### src/rtl/tear_xfer_pkg.sv
package tear_xfer_pkg;
    typedef enum logic [1:0] {
        ST_IDLE,
        ST_WAIT_VS,
        ST_WAIT_LINE,
        ST_XFER
    } xfer_state_t;

    localparam int CTL_W     = 5;
    localparam int CTL_EN    = 0;
    localparam int CTL_BYP   = 1;
    localparam int CTL_CS_LO = 2;
    localparam int CTL_CS_HI = 3;
    localparam int CTL_ITRIG = 4;
endpackage

### src/rtl/tear_pulse_qual.sv
// Synchronizes a raw panel input, applies its polarity, and emits a
// one-cycle hit once the active level has lasted the programmed width.
module tear_pulse_qual #(
    parameter int WID_W       = 6,
    parameter int SYNC_STAGES = 2
) (
    input  logic             clk,
    input  logic             rst_n,
    input  logic             raw,
    input  logic             act_high,
    input  logic [WID_W-1:0] width,
    output logic             hit
);
    logic [SYNC_STAGES-1:0] sync_q;
    logic [WID_W-1:0]       run_q;
    logic [WID_W-1:0]       need;
    logic                   active;

    always_ff @(posedge clk or negedge rst_n) begin
        if (!rst_n) begin
            sync_q <= '0;
        end else begin
            sync_q <= {sync_q[SYNC_STAGES-2:0], raw};
        end
    end

    assign active = act_high ? sync_q[SYNC_STAGES-1] : ~sync_q[SYNC_STAGES-1];
    assign need   = (width == '0) ? WID_W'(1) : width;

    always_ff @(posedge clk or negedge rst_n) begin
        if (!rst_n) begin
            run_q <= '0;
            hit   <= 1'b0;
        end else begin
            if (!active) begin
                run_q <= '0;
            end else if (run_q != '1) begin
                run_q <= run_q + WID_W'(1);
            end
            hit <= active && (run_q == need - WID_W'(1));
        end
    end
endmodule

### src/rtl/tear_pix_cnt.sv
// Latches the region size at start and flags the final beat.
module tear_pix_cnt #(
    parameter int CNT_W = 16
) (
    input  logic             clk,
    input  logic             rst_n,
    input  logic             load,
    input  logic [CNT_W-1:0] total_in,
    input  logic             step,
    output logic             last
);
    logic [CNT_W-1:0] total_q;
    logic [CNT_W-1:0] done_q;

    always_ff @(posedge clk or negedge rst_n) begin
        if (!rst_n) begin
            total_q <= '0;
            done_q  <= '0;
        end else if (load) begin
            total_q <= total_in;
            done_q  <= '0;
        end else if (step) begin
            done_q  <= done_q + CNT_W'(1);
        end
    end

    assign last = (done_q == total_q - CNT_W'(1));
endmodule

### src/rtl/tear_line_match.sv
// Counts qualified line pulses after the frame pulse and compares to a target.
module tear_line_match #(
    parameter int LINE_W = 11
) (
    input  logic              clk,
    input  logic              rst_n,
    input  logic              clear,
    input  logic              step,
    input  logic [LINE_W-1:0] target,
    output logic              match
);
    logic [LINE_W-1:0] line_q;

    always_ff @(posedge clk or negedge rst_n) begin
        if (!rst_n) begin
            line_q <= '0;
        end else if (clear) begin
            line_q <= '0;
        end else if (step) begin
            line_q <= line_q + LINE_W'(1);
        end
    end

    assign match = (line_q == target);
endmodule

### src/rtl/tear_xfer_ctrl.sv
module tear_xfer_ctrl
    import tear_xfer_pkg::*;
#(
    parameter int CNT_W  = 16,
    parameter int LINE_W = 11,
    parameter int WID_W  = 6
) (
    input  logic              clk,
    input  logic              rst_n,
    input  logic              ctl_wr,
    input  logic [CTL_W-1:0]  ctl_wdata,
    input  logic [CNT_W-1:0]  pix_total,
    input  logic              te_line_mode,
    input  logic [LINE_W-1:0] line_target,
    input  logic [WID_W-1:0]  vs_width,
    input  logic [WID_W-1:0]  hs_width,
    input  logic              vs_act_high,
    input  logic              hs_act_high,
    input  logic              te_in,
    input  logic              hs_in,
    output logic              px_valid,
    input  logic              px_ready,
    output logic [1:0]        cs_sel,
    output logic              busy,
    output logic              frame_done
);
    xfer_state_t state_q, state_nx;
    logic [1:0]  cs_q;
    logic [1:0]  wr_cs;
    logic        wr_ok;
    logic        vs_hit, hs_hit;
    logic        last_px, line_hit;
    logic        beat, last_beat;

    assign wr_cs = ctl_wdata[CTL_CS_HI:CTL_CS_LO];
    assign wr_ok = ctl_wr && ctl_wdata[CTL_EN] && !ctl_wdata[CTL_BYP]
                   && (wr_cs == 2'd1 || wr_cs == 2'd2) && (pix_total != '0);

    tear_pulse_qual #(.WID_W(WID_W), .SYNC_STAGES(2)) u_vs_qual (
        .clk(clk), .rst_n(rst_n), .raw(te_in), .act_high(vs_act_high),
        .width(vs_width), .hit(vs_hit)
    );

    tear_pulse_qual #(.WID_W(WID_W), .SYNC_STAGES(2)) u_hs_qual (
        .clk(clk), .rst_n(rst_n), .raw(hs_in), .act_high(hs_act_high),
        .width(hs_width), .hit(hs_hit)
    );

    tear_line_match #(.LINE_W(LINE_W)) u_line (
        .clk(clk), .rst_n(rst_n), .clear(state_q != ST_WAIT_LINE),
        .step(hs_hit), .target(line_target), .match(line_hit)
    );

    assign beat      = (state_q == ST_XFER) && px_ready;
    assign last_beat = beat && last_px;

    tear_pix_cnt #(.CNT_W(CNT_W)) u_pix (
        .clk(clk), .rst_n(rst_n), .load((state_q == ST_IDLE) && wr_ok),
        .total_in(pix_total), .step(beat), .last(last_px)
    );

    // State register
    always_ff @(posedge clk or negedge rst_n) begin
        if (!rst_n) begin
            state_q <= ST_IDLE;
        end else begin
            state_q <= state_nx;
        end
    end

    // Transitions: start/kick, vs_seen/vs_go, line_hit, last_beat
    always_comb begin
        state_nx = state_q;
        unique case (state_q)
            ST_IDLE: begin
                if (wr_ok) begin
                    state_nx = ctl_wdata[CTL_ITRIG] ? ST_XFER : ST_WAIT_VS;
                end
            end
            ST_WAIT_VS: begin
                if (vs_hit) begin
                    state_nx = te_line_mode ? ST_WAIT_LINE : ST_XFER;
                end
            end
            ST_WAIT_LINE: begin
                if (line_hit) begin
                    state_nx = ST_XFER;
                end
            end
            ST_XFER: begin
                if (last_beat) begin
                    state_nx = ST_IDLE;
                end
            end
            default: state_nx = ST_IDLE;
        endcase
    end

    // Registered outputs
    always_ff @(posedge clk or negedge rst_n) begin
        if (!rst_n) begin
            cs_q       <= 2'd0;
            frame_done <= 1'b0;
        end else begin
            frame_done <= last_beat;
            if ((state_q == ST_IDLE) && wr_ok) begin
                cs_q <= wr_cs;
            end else if (last_beat) begin
                cs_q <= 2'd0;
            end
        end
    end

    assign px_valid = (state_q == ST_XFER);
    assign busy     = (state_q != ST_IDLE);
    assign cs_sel   = cs_q;
endmodule

### config.mk
export PLATFORM = sky130hd
export DESIGN_NAME = tear_xfer_ctrl
export DESIGN_NICKNAME = d
export VERILOG_FILES = /design/src/rtl/tear_xfer_pkg.sv /design/src/rtl/tear_pulse_qual.sv /design/src/rtl/tear_pix_cnt.sv /design/src/rtl/tear_line_match.sv /design/src/rtl/tear_xfer_ctrl.sv
export SDC_FILE = /design/constraint.sdc
export NUM_CORES = 1
export LEC_CHECK = 0
export ABC_CLOCK_PERIOD_IN_PS = 7400
export BUFFER_PORTS_ARGS = -buffer_cell sky130_fd_sc_hd__buf_2
export CORE_AREA = 10 10 130 132
export CTS_CLUSTER_SIZE = 10
export DETAILED_ROUTE_END_ITERATION = 7
export DIE_AREA = 0 0 140 142
export GPL_ROUTABILITY_DRIVEN = 1
export GPL_TIMING_DRIVEN = 0
export HOLD_SLACK_MARGIN = 0.12
export PLACE_DENSITY_LB_ADDON = 0.1
export SYNTH_ARGS = -nofsm -noshare
export SYNTH_HDL_FRONTEND = slang
export SYNTH_SLANG_ARGS = --single-unit
### constraint.sdc
create_clock -name clk -period 7.4 [get_ports clk]
set_clock_uncertainty 0.2 [all_clocks]
set_input_delay 0.37 -clock clk [delete_from_list [all_inputs] [get_ports clk]]
set_output_delay 0.37 -clock clk [all_outputs]
set_load 0.05 [all_outputs]
# Word-level counts from Yosys, hierarchy flattened
# Index checks and enable logic that the tools add are counted.
classes:
  addsub: 7
  n_eq_ne: 18
  n_mux: 20
  n_bitwise: 2
  n_reduce_logical: 20
ops:
  columns: ["operator", "count"]
  rows:
  - ["6-bit 2-to-1 mux", 6]
  - ["16-bit 2-to-1 mux", 2]
  - ["11-bit 2-to-1 mux", 2]
  - ["16-bit by 1-bit adder with 16-bit output, second input constant", 1]
  - ["16-bit equality test", 1]
  - ["16-bit nonzero test", 1]
  - ["16-bit by 1-bit subtractor with 16-bit output, second input constant", 1]
  - ["6-bit by 1-bit adder with 6-bit output, second input constant", 2]
  - ["6-bit equality test", 2]
  - ["6-bit zero test", 2]
  - ["2-bit 2-to-1 mux", 6]
  - ["6-bit != test, second input constant", 2]
  - ["6-bit by 1-bit subtractor with 6-bit output, second input constant", 2]
  - ["11-bit by 1-bit adder with 11-bit output, second input constant", 1]
  - ["11-bit equality test", 1]
  - ["2-bit != test, second input constant", 5]
  - ["1-bit logical AND", 9]
  - ["2-bit one-hot mux with 4 select lines", 1]
  - ["2-bit nonzero test", 4]
  - ["2-bit equality test, second input constant", 3]
  - ["2-bit by 1-bit equality test with 1-bit output, second input constant", 2]
  - ["2-bit by 1-bit != test with 1-bit output, second input constant", 2]
  - ["4-bit AND reduction", 1]
  - ["1-bit 2-to-1 mux", 3]
  - ["other kinds (4)", 5]
word_totals:
  regBits: 66
  in_bits: 53
  out_inout_bits: 5
  word_cells: 79

# Longest topological paths before layout
# Gate-level depths: netlist (run 1).
depth:
  depth_word: 6
  mapped_depth: 10
  ltp_nobuf: 10

# By module
# A second synthesis (run 1) with hierarchy kept.
unflattened:
  hier_cells: 435
  hier_area_um2: 4177.8
by_module_without_submodules:
  columns: ["module", "instances", "cells_each", "area_per_inst_um2", "seq_area_each_um2"]
  rows:
  - ["tear_pix_cnt", 1, 193, 1915.6, 800.8]
  - ["tear_pulse_qual", 2, 63, 594.3, 225.2]
  - ["tear_line_match", 1, 69, 674.4, 275.3]
  - ["tear_xfer_ctrl", 1, 47, 399.1, 125.1]

# Worst setup path after synthesis (run 1)
# OpenSTA, ideal clock, no wires.
synth_timing:
  path_kind: "reg2reg"
  startpoint: "reg u_pix.total_q[0]"
  endpoint: "reg state_q[0]"
  setup_time_ns: 0.131
  arrival_time_ns: 2.544
  required_time_ns: 7.069
  path_slack_ns: 4.525
  stages_incl_launch_ff: 11
  n_path_buf: 1
  synth_period_minus_slack_ns: 2.875
  path_cell_list: "dfrtp_1 > inv_1 > ha_1 > buf_2 > or3b_1 > nor4_2 > mux2i_1 > a31oi_1 > o2111ai_1 > mux2i_1 > or3_1"
synth_between:
  elab_chain_cells: 5
synth_rtl:
  columns: ["element", "line_no", "rtl"]
  rows:
  - ["start, declared", "tear_pix_cnt.sv:12", "logic [CNT_W-1:0] total_q;"]
  - ["start signal, assigned", "tear_pix_cnt.sv:20", "total_q <= total_in;"]
  - ["16-bit by 1-bit subtractor with 16-bit output", "tear_pix_cnt.sv:27", "assign last = (done_q == total_q - CNT_W'(1));"]
  - ["16-bit equality test", "tear_pix_cnt.sv:27", null]
  - ["1-bit logical AND", "tear_xfer_ctrl.sv:55", "assign last_beat = beat && last_px;"]
  - ["2-bit by 1-bit != test with 1-bit output (no source line)", null, null]
  - ["4-bit AND reduction (no source line)", null, null]
  - ["end signal, assigned", "tear_xfer_ctrl.sv:67", "state_q <= state_nx;"]
  - ["end, declared", "tear_xfer_ctrl.sv:27", "xfer_state_t state_q, state_nx;"]
# Every way passes these cells.
# A chain may end at the register's enable or synchronous reset.

# Final worst setup path (run 1)
layout_timing:
  startpoint: "reg u_pix.total_q[2]"
  endpoint: "reg state_q[1]"
# The elaborated chain is that of the path after synthesis.

==> results of run 1 <==
layout by cell type (no fill, tap or decap), drive strengths merged, types with 9 or more instances in the layout:
master / netlist / routed
a21oi: 10 / 10
nand2: 35 / 35
dlygate4sd3: 0 / 20
nand3: 22 / 22
xnor2: 30 / 30
clkbuf: 11 / 25
and3: 10 / 10
ha: 11 / 11
nor3: 12 / 12
nor4: 9 / 9
dfrtp: 66 / 66
nor2: 48 / 48
xor2: 36 / 36
o21ai: 24 / 24
mux2: 12 / 12
inv: 16 / 16
buf: 1 / 59
state kept, by name, summed over array words and instances (netlist names):
register	cells
u_hs_qual.hit	1
u_pix.done_q	16
cs_sel	2
u_vs_qual.run_q	6
frame_done	1
state_q	2
u_pix.total_q	16
u_hs_qual.sync_q	2
u_hs_qual.run_q	6
u_vs_qual.hit	1
u_line.line_q	11
u_vs_qual.sync_q	2
synthesized netlist by cell type (3+ instances only):
master and count:
nand4_1 6, a21oi_1 9, nand2_1 35, a31oi_1 5, and3_1 10, nor4b_1 3, mux2_2 12, xnor2_1 30
nand2b_1 4, nand3_1 21, o211ai_1 4, nor4_1 8, clkbuf_1 11, and2_1 8, nor2b_1 3, mux2i_1 8
o21ai_0 24, or2_2 4, nand3b_1 8, nor3b_1 3, xor2_1 36, inv_1 16, or3_1 7, a21boi_0 4
or4_1 6, ha_1 11, nor3_1 11, nor2_1 48, dfrtp_1 66
cells by family (layout without fill, tap and decap cells):
logic type / count (synthesis) / after routing / share of synthesized area
and+or+nand+nor: 201 / 201 / 0.264
buffers and inverters: 28 / 122 / 0.0254
DFF: 66 / 66 / 0.394
xor gates and xnor gates: 66 / 66 / 0.138
adders and majority gates: 11 / 11 / 0.0329
muxes: 20 / 20 / 0.0514
AOI/OAI and AO/OA: 61 / 61 / 0.0932
power groups by stage:
stage / clock, mW / sequential, mW / combinational (mW)
floorplan: 0 / 0.533 / 0.412
global placement: 0 / 0.542 / 0.548
detailed placement: 0 / 0.543 / 0.562
CTS: 0.423 / 0.538 / 0.574
global route: 0.440 / 0.554 / 0.637
finish: 0.410 / 0.538 / 0.572
routing by layer:
layer	vias to the layer above	GRT usage	share of wire
li1	1781	-	-
met1	1717	0.153	0.50
met2	76	0.170	0.43
met3	15	0.0317	0.052
met4	0	0.0413	0.017
met5	-	0	0
stage by stage:
stage          std cells  utilization  worst slack (ns)
6_report             731        0.364              3.90
3_3_place_gp         694        0.328              3.94
5_1_grt              731        0.364              3.65
3_5_place_dp         695        0.331              3.90
2_1_floorplan        453            -              4.52
4_1_cts              731        0.364              3.89
cell type report:
| class | instances | area (um^2) | share of cell area |
|---|---|---|---|
| Buffer | 12 | 46.3 | 0.00888 |
| Clock buffer | 14 | 274 | 0.0525 |
| Inverter | 16 | 60.1 | 0.0115 |
| Sequential cell | 66 | 1650 | 0.317 |
| Clock inverter | 2 | 10.0 | 0.00192 |
| Multi-Input combinational cell | 359 | 2430 | 0.466 |
| Tap cell | 184 | 230 | 0.0441 |
| Timing Repair Buffer | 78 | 515 | 0.0988 |
critical path, cell delays in order (launching register included):
cell and delay (ns):
dfrtp_1 0.35, clkbuf_1 0.18, nor3_2 0.59, nand3_4 0.22, xnor2_1 0.21, nor4_1 0.62, o2111ai_1 0.39, mux2i_1 0.20
or3_1 0.39
how the worst max path moves through the flow:
stage | startpoint | end | slack (ns) | cells after the start
3_5_place_dp | u_pix.total_q[2] | state_q[1] | 3.90 | 8
2_1_floorplan | u_pix.total_q[0] | state_q[0] | 4.52 | 10
5_1_grt | u_pix.total_q[2] | state_q[0] | 3.65 | 8
6_report | u_pix.total_q[2] | state_q[1] | 3.90 | 8
3_3_place_gp | u_pix.total_q[2] | state_q[0] | 3.94 | 8
4_1_cts | u_pix.total_q[2] | state_q[1] | 3.89 | 8
==> flow_summary.toml, run 1 <==
[routing]
via_per_inst = 4.91
ant_nets = 0
drc = 0
drt-total-wl_um = 11100
drt_iter0_drc = 227
drt_first_pass_iters = 4
wire_per_inst_um = 15.2
vias = 3589

[final_layout]
num-fill-cells = 1473
antenna_cells = 0
final_net_count = 606
layout-drive-gt1-share = 0.183
stdcell_area_um2 = 5220
flow.area_growth_from_synthesis_pct = 24.6

[die]
num_io_pins = 58
start_util = 0.292
rows = 44
die_y_um = 142
die_area_um2 = 19900
core-area_um2 = 14300
die_w_um = 140

[clocking]
cts_tree = "done"
clk_pin_slew_ns = 0.06
root_buffer = "clkbuf_16"
cts_setup_buffers = 0
cts_made_buffers = 9
clock_path_buffers = 2
insertion_delay_ns = 0.34
cts-resized-gates = 0
cts_max_level = 3
cts_sinks = 66
ctsHoldBuffers = 20

[grt]
grt_pass1_wl_um = 18200
first_global_vias = 3529
grt_use_total = 0.113
grt_max_degree = 55
grt_overflow_total = 0
grt_antenna_before_repair = 0

[place]
gp_congestion = 0.807
portBuffers = 57
dpl_cell_area_um2 = 4730
hpwl_um = 8260

[worst_setup_path]
critPathCaptureType = "flip-flop"
crit_type = "flip-flop to flip-flop"
rr_startpoint = "u_pix.total_q[2]"
critPathRequiredTime_ns = 7.40
reg2reg_depth = 8
start_kind = "flip-flop"
crit_fanout = 10
worstPathArrival_ns = 3.50
r2r_slack_ns = 3.90
r2r_end = "state_q[1]"

[pwr]
power.total_mw = 1.52
pwr-share-seq = 0.354
p_clk_frac = 0.270
leakage_nw = 2.30
vdd_ir_drop_max_v = 0.000153
power_switching_mw = 0.583
combPwrFrac = 0.376
swShare = 0.383
intPower_mw = 0.938
powerDensity_nw_per_um2 = 292

[synth]
synthArstFlopShare = 1.00
yosys.area.top_type_share = 0.395
syn_avg_cell_area_um2 = 9.24
synth_flop_cell = "dfrtp_1"
yosys_warnings = 0
synth_edf_count = 0
synth_area_leader_cell = "dfrtp_1"
netlist_area_um2 = 4190
syn_nets = 517
ys_ff_latch = 66
synth_seq_area_share = 0.395
yosys-top-cells-area = "dfrtp_1, xor2_1, xnor2_1"
ys_types = 55
syn_inst = 453

[sta]
tns_ns = 0
period_needed_ns = 3.50
max_freq_ghz = 0.286
maxSlewViolCount = 0
finalSetupViolCount = 0
max_slew_margin = 0.464
holdWs_ns = 0.128
rsz0062_at_grt = "false"
hold_viol = 0
post-route-period-util = 0.473
max_slew.worst_pin.slew_ns = 0.797

[outcome]
status = "completed"

[hold_path]
min_from = "pix_total[6]"
min_path_cells = 2
hold_path_end = "u_pix.total_q[6]"
worst_hold_path_type = "primary input to flip-flop"

[job]
max_cap_violations = 0
Power figures use the tool's default switching activity.
==> inputs of run 2 (changes only) <==
ABC_AREA = 1   (was unset)
ABC_CLOCK_PERIOD_IN_PS = 3100   (was 7400)
CORE_AREA = 10 10 131 133   (was 10 10 130 132)
DIE_AREA = 0 0 141 143   (was 0 0 140 142)
clock period = 3.1 ns   (was 7.4 ns; I/O delays follow)
==> flow_summary.toml, run 2 <==
[final_layout]
reg_top3 = "u_pix.done_q (16), u_pix.total_q (16), u_line.line_q (11)"
fin_cells = 879
finish.utilization = 0.382
layout-drive-gt1-share = 0.165
antenna_cells = 0
flow.area_growth_from_synthesis_pct = 28.0
final_net_count = 754
final_cell_mix = "nand2_1, inv_1, dfrtp_1"
final_common_cell = "nand2_1"

[outcome]
status = "completed"

[clocking]
cts_max_level = 3
insertion_delay_ns = 0.34
cts_sinks = 66
cts_made_buffers = 9
root_buffer = "clkbuf_16"
cts_setup_buffers = 0
cts_tree = "done"
clk_pin_slew_ns = 0.06
clock_path_buffers = 2

[synth]
syn_nets = 652
syn_inst = 588
synth_seq_area_share = 0.384
synthArstFlopShare = 1.00
yosys-top-cells-area = "dfrtp_1, nand2_1, inv_1"
synth_commonest_cells = "nand2_1, inv_1, dfrtp_1"
synth_area_leader_cell = "dfrtp_1"
ys_types = 37
yosys_warnings = 0
ys_ff_latch = 66
synth_flop_cell = "dfrtp_1"
synth_edf_count = 0
syn_avg_cell_area_um2 = 7.31
synth.most_common_cell = "nand2_1"
netlist_area_um2 = 4300
yosys.area.top_type_share = 0.384

[sta]
post-route-period-util = 0.870
period_needed_ns = 2.70
tns_ns = 0
maxSlewViolCount = 0
max_slew.worst_pin.slew_ns = 0.367
max_slew_margin = 0.755
finalSetupViolCount = 0
rsz0062_at_grt = "false"
hold_viol = 0
max_freq_ghz = 0.371

[die]
rows = 44
die_y_um = 143
die_w_um = 141
core-area_um2 = 14400
num_io_pins = 58
die_area_um2 = 20200
start_util = 0.298

[grt]
grt_antenna_before_repair = 0
grt_overflow_total = 0
grt_use_total = 0.117
grt_max_degree = 65
grt_pass1_wl_um = 19200
first_global_vias = 4064

[worst_setup_path]
start_kind = "primary input"
worstPathArrival_ns = 2.78
crit_fanout = 4
critPathCaptureType = "flip-flop"
critPathRequiredTime_ns = 3.18
path_delay_family = "buffers and inverters"
cp_num_buf_inv = 4
cpPeakStageDelay_ns = 0.56
crit_type = "primary input to flip-flop"
slowest_stage = "dlygate4sd3_1"
crit_chain = "dlygate4sd3_1 > buf_2 > or2_2 > nand2_1 > inv_1 > ha_1 > xor2_1 > nand2_1 > a211oi_1 > o21ai_0 > nor3_1 > dlygate4sd3_1"

[pwr]
leakage_nw = 2.71
powerDensity_nw_per_um2 = 742
vdd_ir_drop_max_v = 0.000336

[routing]
vias = 3953
drc = 0
ant_nets = 0
drt_first_pass_iters = 5
drt-total-wl_um = 11300
wire_per_inst_um = 12.9
via_per_inst = 4.50
drt_iter0_drc = 191

[place]
portBuffers = 57
gp_congestion = 0.870
hpwl_um = 8550
placedCellCount = 830

[job]
max_cap_violations = 0

[hold_path]
worst_hold_path_type = "flip-flop to flip-flop"
## run 2: worst register-to-register path: cells and delay by family (launching register included)
kind	cells	cell delay, ns
adders and majority gates	1	0.29
buffers and inverters	1	0.13
DFF	1	0.40
and+or+nand+nor	11	1.21
## run 2: report_power, final
group / total, mW / internal, mW / switching (mW)
Clock: 1.13 / 0.727 / 0.405
Sequential: 1.35 / 1.08 / 0.268
Combinational: 1.60 / 0.592 / 1.01
Total: 4.08 / 2.40 / 1.68
## run 2: cell type report
| cell class | instances | area (um^2) |
|---|---|---|
| clock buffers | 10 | 239 |
| clock inverters | 6 | 90.1 |
| plain buffers | 7 | 41.3 |
| repair buffers | 91 | 646 |
| fillers | 1541 | 8920 |
| well taps | 184 | 230 |
| multi-input cells | 435 | 2300 |
| flip-flops and latches | 66 | 1650 |
| inverters | 80 | 303 |
## run 2: through the flow
step	hold slack (ns)	worst slack, ns	area, um^2	total power, mW
5_1_grt	0.164	0.229	5500	4.45
6_report	0.153	0.404	5500	4.08
3_3_place_gp	0.0639	0.758	4810	2.90
2_1_floorplan	-0.341	0.698	4300	2.52
3_5_place_dp	-0.236	0.749	4840	2.94
4_1_cts	0.156	0.377	5500	4.14
## run 2: what timing repair did
| item | CTS | global route |
|---|---|---|
| hold endpoints to repair | 96 | 0 |
| resized for setup | 0 | 0 |
| hold buffers | 33 | 0 |
## run 2: worst paths after layout
path | start | to | slack (ns) | cells after the start
worst max-delay path | hs_width[5] | u_hs_qual.hit | 0.40 | 12
worst min-delay path | u_vs_qual.sync_q[0] | u_vs_qual.sync_q[1] | 0.15 | 0
worst max register to register | u_pix.total_q[0] | state_q[0] | 0.75 | 13
worst min register to register | u_vs_qual.sync_q[0] | u_vs_qual.sync_q[1] | 0.15 | 0
max in group asynchronous | rst_n | u_line.line_q[8] | 2.03 | 3
min in group asynchronous | rst_n | u_pix.total_q[1] | 0.16 | 3
## run 2: layer usage
layer | vias to the layer above | GRT usage | share of wire
li1 | 2100 | - | -
met1 | 1783 | 0.149 | 0.49
met2 | 62 | 0.184 | 0.45
met3 | 8 | 0.0388 | 0.047
met4 | 0 | 0.0348 | 0.0095
met5 | - | 0 | 0
## run 2: logic make-up (layout without fill, tap and decap cells)
| group | after synthesis | after routing | synth area share |
|---|---|---|---|
| buffers and inverters | 87 | 194 | 0.0801 |
| adders and majority gates | 11 | 11 | 0.0320 |
| xor gates and xnor gates | 38 | 38 | 0.0774 |
| DFF | 66 | 66 | 0.384 |
| and+or+nand+nor | 314 | 314 | 0.336 |
| AOI/OAI and AO/OA | 72 | 72 | 0.0900 |
==> inputs of run 3 (changes only) <==
CORE_AREA = 10 10 126 139   (was 10 10 131 133)
DIE_AREA = 0 0 136 149   (was 0 0 141 143)
==> flow_summary.toml, run 3 (synthesis gave the netlist of run 2 again) <==
[clocking]
cts_tree = "done"
insertion_delay_ns = 0.34
clk_pin_slew_ns = 0.06
root_buffer = "clkbuf_16"
cts_setup_buffers = 0
cts_made_buffers = 9
clock_path_buffers = 2
cts_max_level = 3
cts_sinks = 66

[sta]
rsz0062_at_grt = "false"
post-route-period-util = 0.874
period_needed_ns = 2.71
max_slew.worst_pin.slew_ns = 0.549
max_slew_margin = 0.633
tns_ns = 0
layout_setup_ws_ns = 0.389
hold_viol = 0
maxSlewViolCount = 0
finalSetupViolCount = 0
max_freq_ghz = 0.369

[die]
rows = 47
core-area_um2 = 14800
die_area_um2 = 20300
start_util = 0.291
die_y_um = 149
die_w_um = 136
num_io_pins = 58

[final_layout]
final_cell_mix = "nand2_1, inv_1, dfrtp_1"
reg_top3 = "u_pix.done_q (16), u_pix.total_q (16), u_line.line_q (11)"
flow.area_growth_from_synthesis_pct = 28.9
antenna_cells = 0
final_common_cell = "nand2_1"
layout-drive-gt1-share = 0.165
fin_cells = 891
final_net_count = 754

[routing]
drc = 0
drt-total-wl_um = 11500
ant_nets = 0
drt_iter0_drc = 194
drt_first_pass_iters = 6
vias = 3955
wire_per_inst_um = 12.9
via_per_inst = 4.44

[worst_setup_path]
crit_type = "primary input to flip-flop"
path_delay_family = "buffers and inverters"
critPathCaptureType = "flip-flop"
slowest_stage = "dlygate4sd3_1"
worstPathArrival_ns = 2.78
start_kind = "primary input"
crit_chain = "dlygate4sd3_1 > buf_2 > or2_2 > nand2_1 > inv_1 > ha_1 > xor2_1 > nand2_1 > a211oi_1 > o21ai_0 > nor3_1 > dlygate4sd3_1"
cp_num_buf_inv = 4
critPathRequiredTime_ns = 3.17
cpPeakStageDelay_ns = 0.56
r2r_slack_ns = 0.73
crit_fanout = 4

[place]
gp_congestion = 0.801
hpwl_um = 8830
placedCellCount = 842
portBuffers = 57
pre_cts_ws_ns = 0.680

[pwr]
power.total_mw = 4.17
intPower_mw = 2.50
power_switching_mw = 1.67
pwr-share-seq = 0.321
swShare = 0.401
vdd_ir_drop_max_v = 0.000303
combPwrFrac = 0.388
powerDensity_nw_per_um2 = 752
leakage_nw = 2.73
p_clk_frac = 0.292

[grt]
first_global_vias = 4059
grt_use_total = 0.119
grt_overflow_total = 0
grt_max_degree = 57
grt_pass1_wl_um = 19400
grt_antenna_before_repair = 0

[outcome]
status = "completed"

[job]
max_cap_violations = 0

[hold_path]
worst_hold_path_type = "primary input to asynchronous set/reset pin"
## run 3: per-stage QoR
| step | utilization | cell area, um^2 | hold slack [ns] |
|---|---|---|---|
| CTS | 0.375 | 5540 | 0.151 |
| detailed placement | 0.329 | 4860 | -0.180 |
| global placement | 0.327 | 4830 | 0.0641 |
| finish | 0.375 | 5540 | 0.148 |
| floorplan | - | 4300 | -0.341 |
| global route | 0.375 | 5540 | 0.170 |
## run 3: worst paths after layout
| kind | start | end | cells after the start |
|---|---|---|---|
| max | hs_width[5] | u_hs_qual.hit | 12 |
| min | rst_n | u_line.line_q[8] | 3 |
| max reg2reg | u_pix.total_q[0] | state_q[1] | 15 |
| min reg2reg | u_hs_qual.sync_q[0] | u_hs_qual.sync_q[1] | 0 |
| max in group asynchronous | rst_n | u_hs_qual.run_q[1] | 3 |
| min in group clk | u_hs_qual.sync_q[0] | u_hs_qual.sync_q[1] | 0 |
## run 3: layout make-up
| class | count | area (um^2) |
|---|---|---|
| Clock buffer | 11 | 253 |
| Timing Repair Buffer | 91 | 646 |
| Fill cell | 1543 | 9220 |
| Multi-Input combinational cell | 435 | 2300 |
| Clock inverter | 5 | 100 |
| Sequential cell | 66 | 1650 |
| Buffer | 7 | 41.3 |
| Inverter | 80 | 303 |
| Tap cell | 196 | 245 |
## run 3: layer usage
metal  track usage  share of wire
met1         0.150           0.47
met2         0.191           0.47
met3        0.0266          0.041
met4        0.0506          0.016
met5             0              0
## run 3: worst reg2reg max path, cell delays in order (launching register included)
cell,delay [ns]
dfrtp_1,0.40
inv_1,0.15
ha_1,0.31
nand2_2,0.14
inv_1,0.07
nand2_1,0.08
nand2_1,0.09
nand2_1,0.06
nand2_1,0.08
nand3_1,0.09
nor2_1,0.12
nand3_2,0.16
nand2_2,0.13
nand2_2,0.06
nand2_1,0.06
nand2_1,0.05
## run 3: timing repair
item	4_1_cts	5_1_grt
hold buffers	33	0
endpoints found under the hold margin	96	0
setup endpoints to repair	0	0
resized for setup	0	0
## run 3: power by group through the flow
stage	Clock [mW]	Combinational, mW	Sequential (mW)
after floorplan	0	1.20	1.32
after global placement	0	1.56	1.35
after detailed placement	0	1.59	1.35
after CTS	1.25	1.63	1.34
after global routing	1.29	1.86	1.37
final	1.21	1.61	1.34
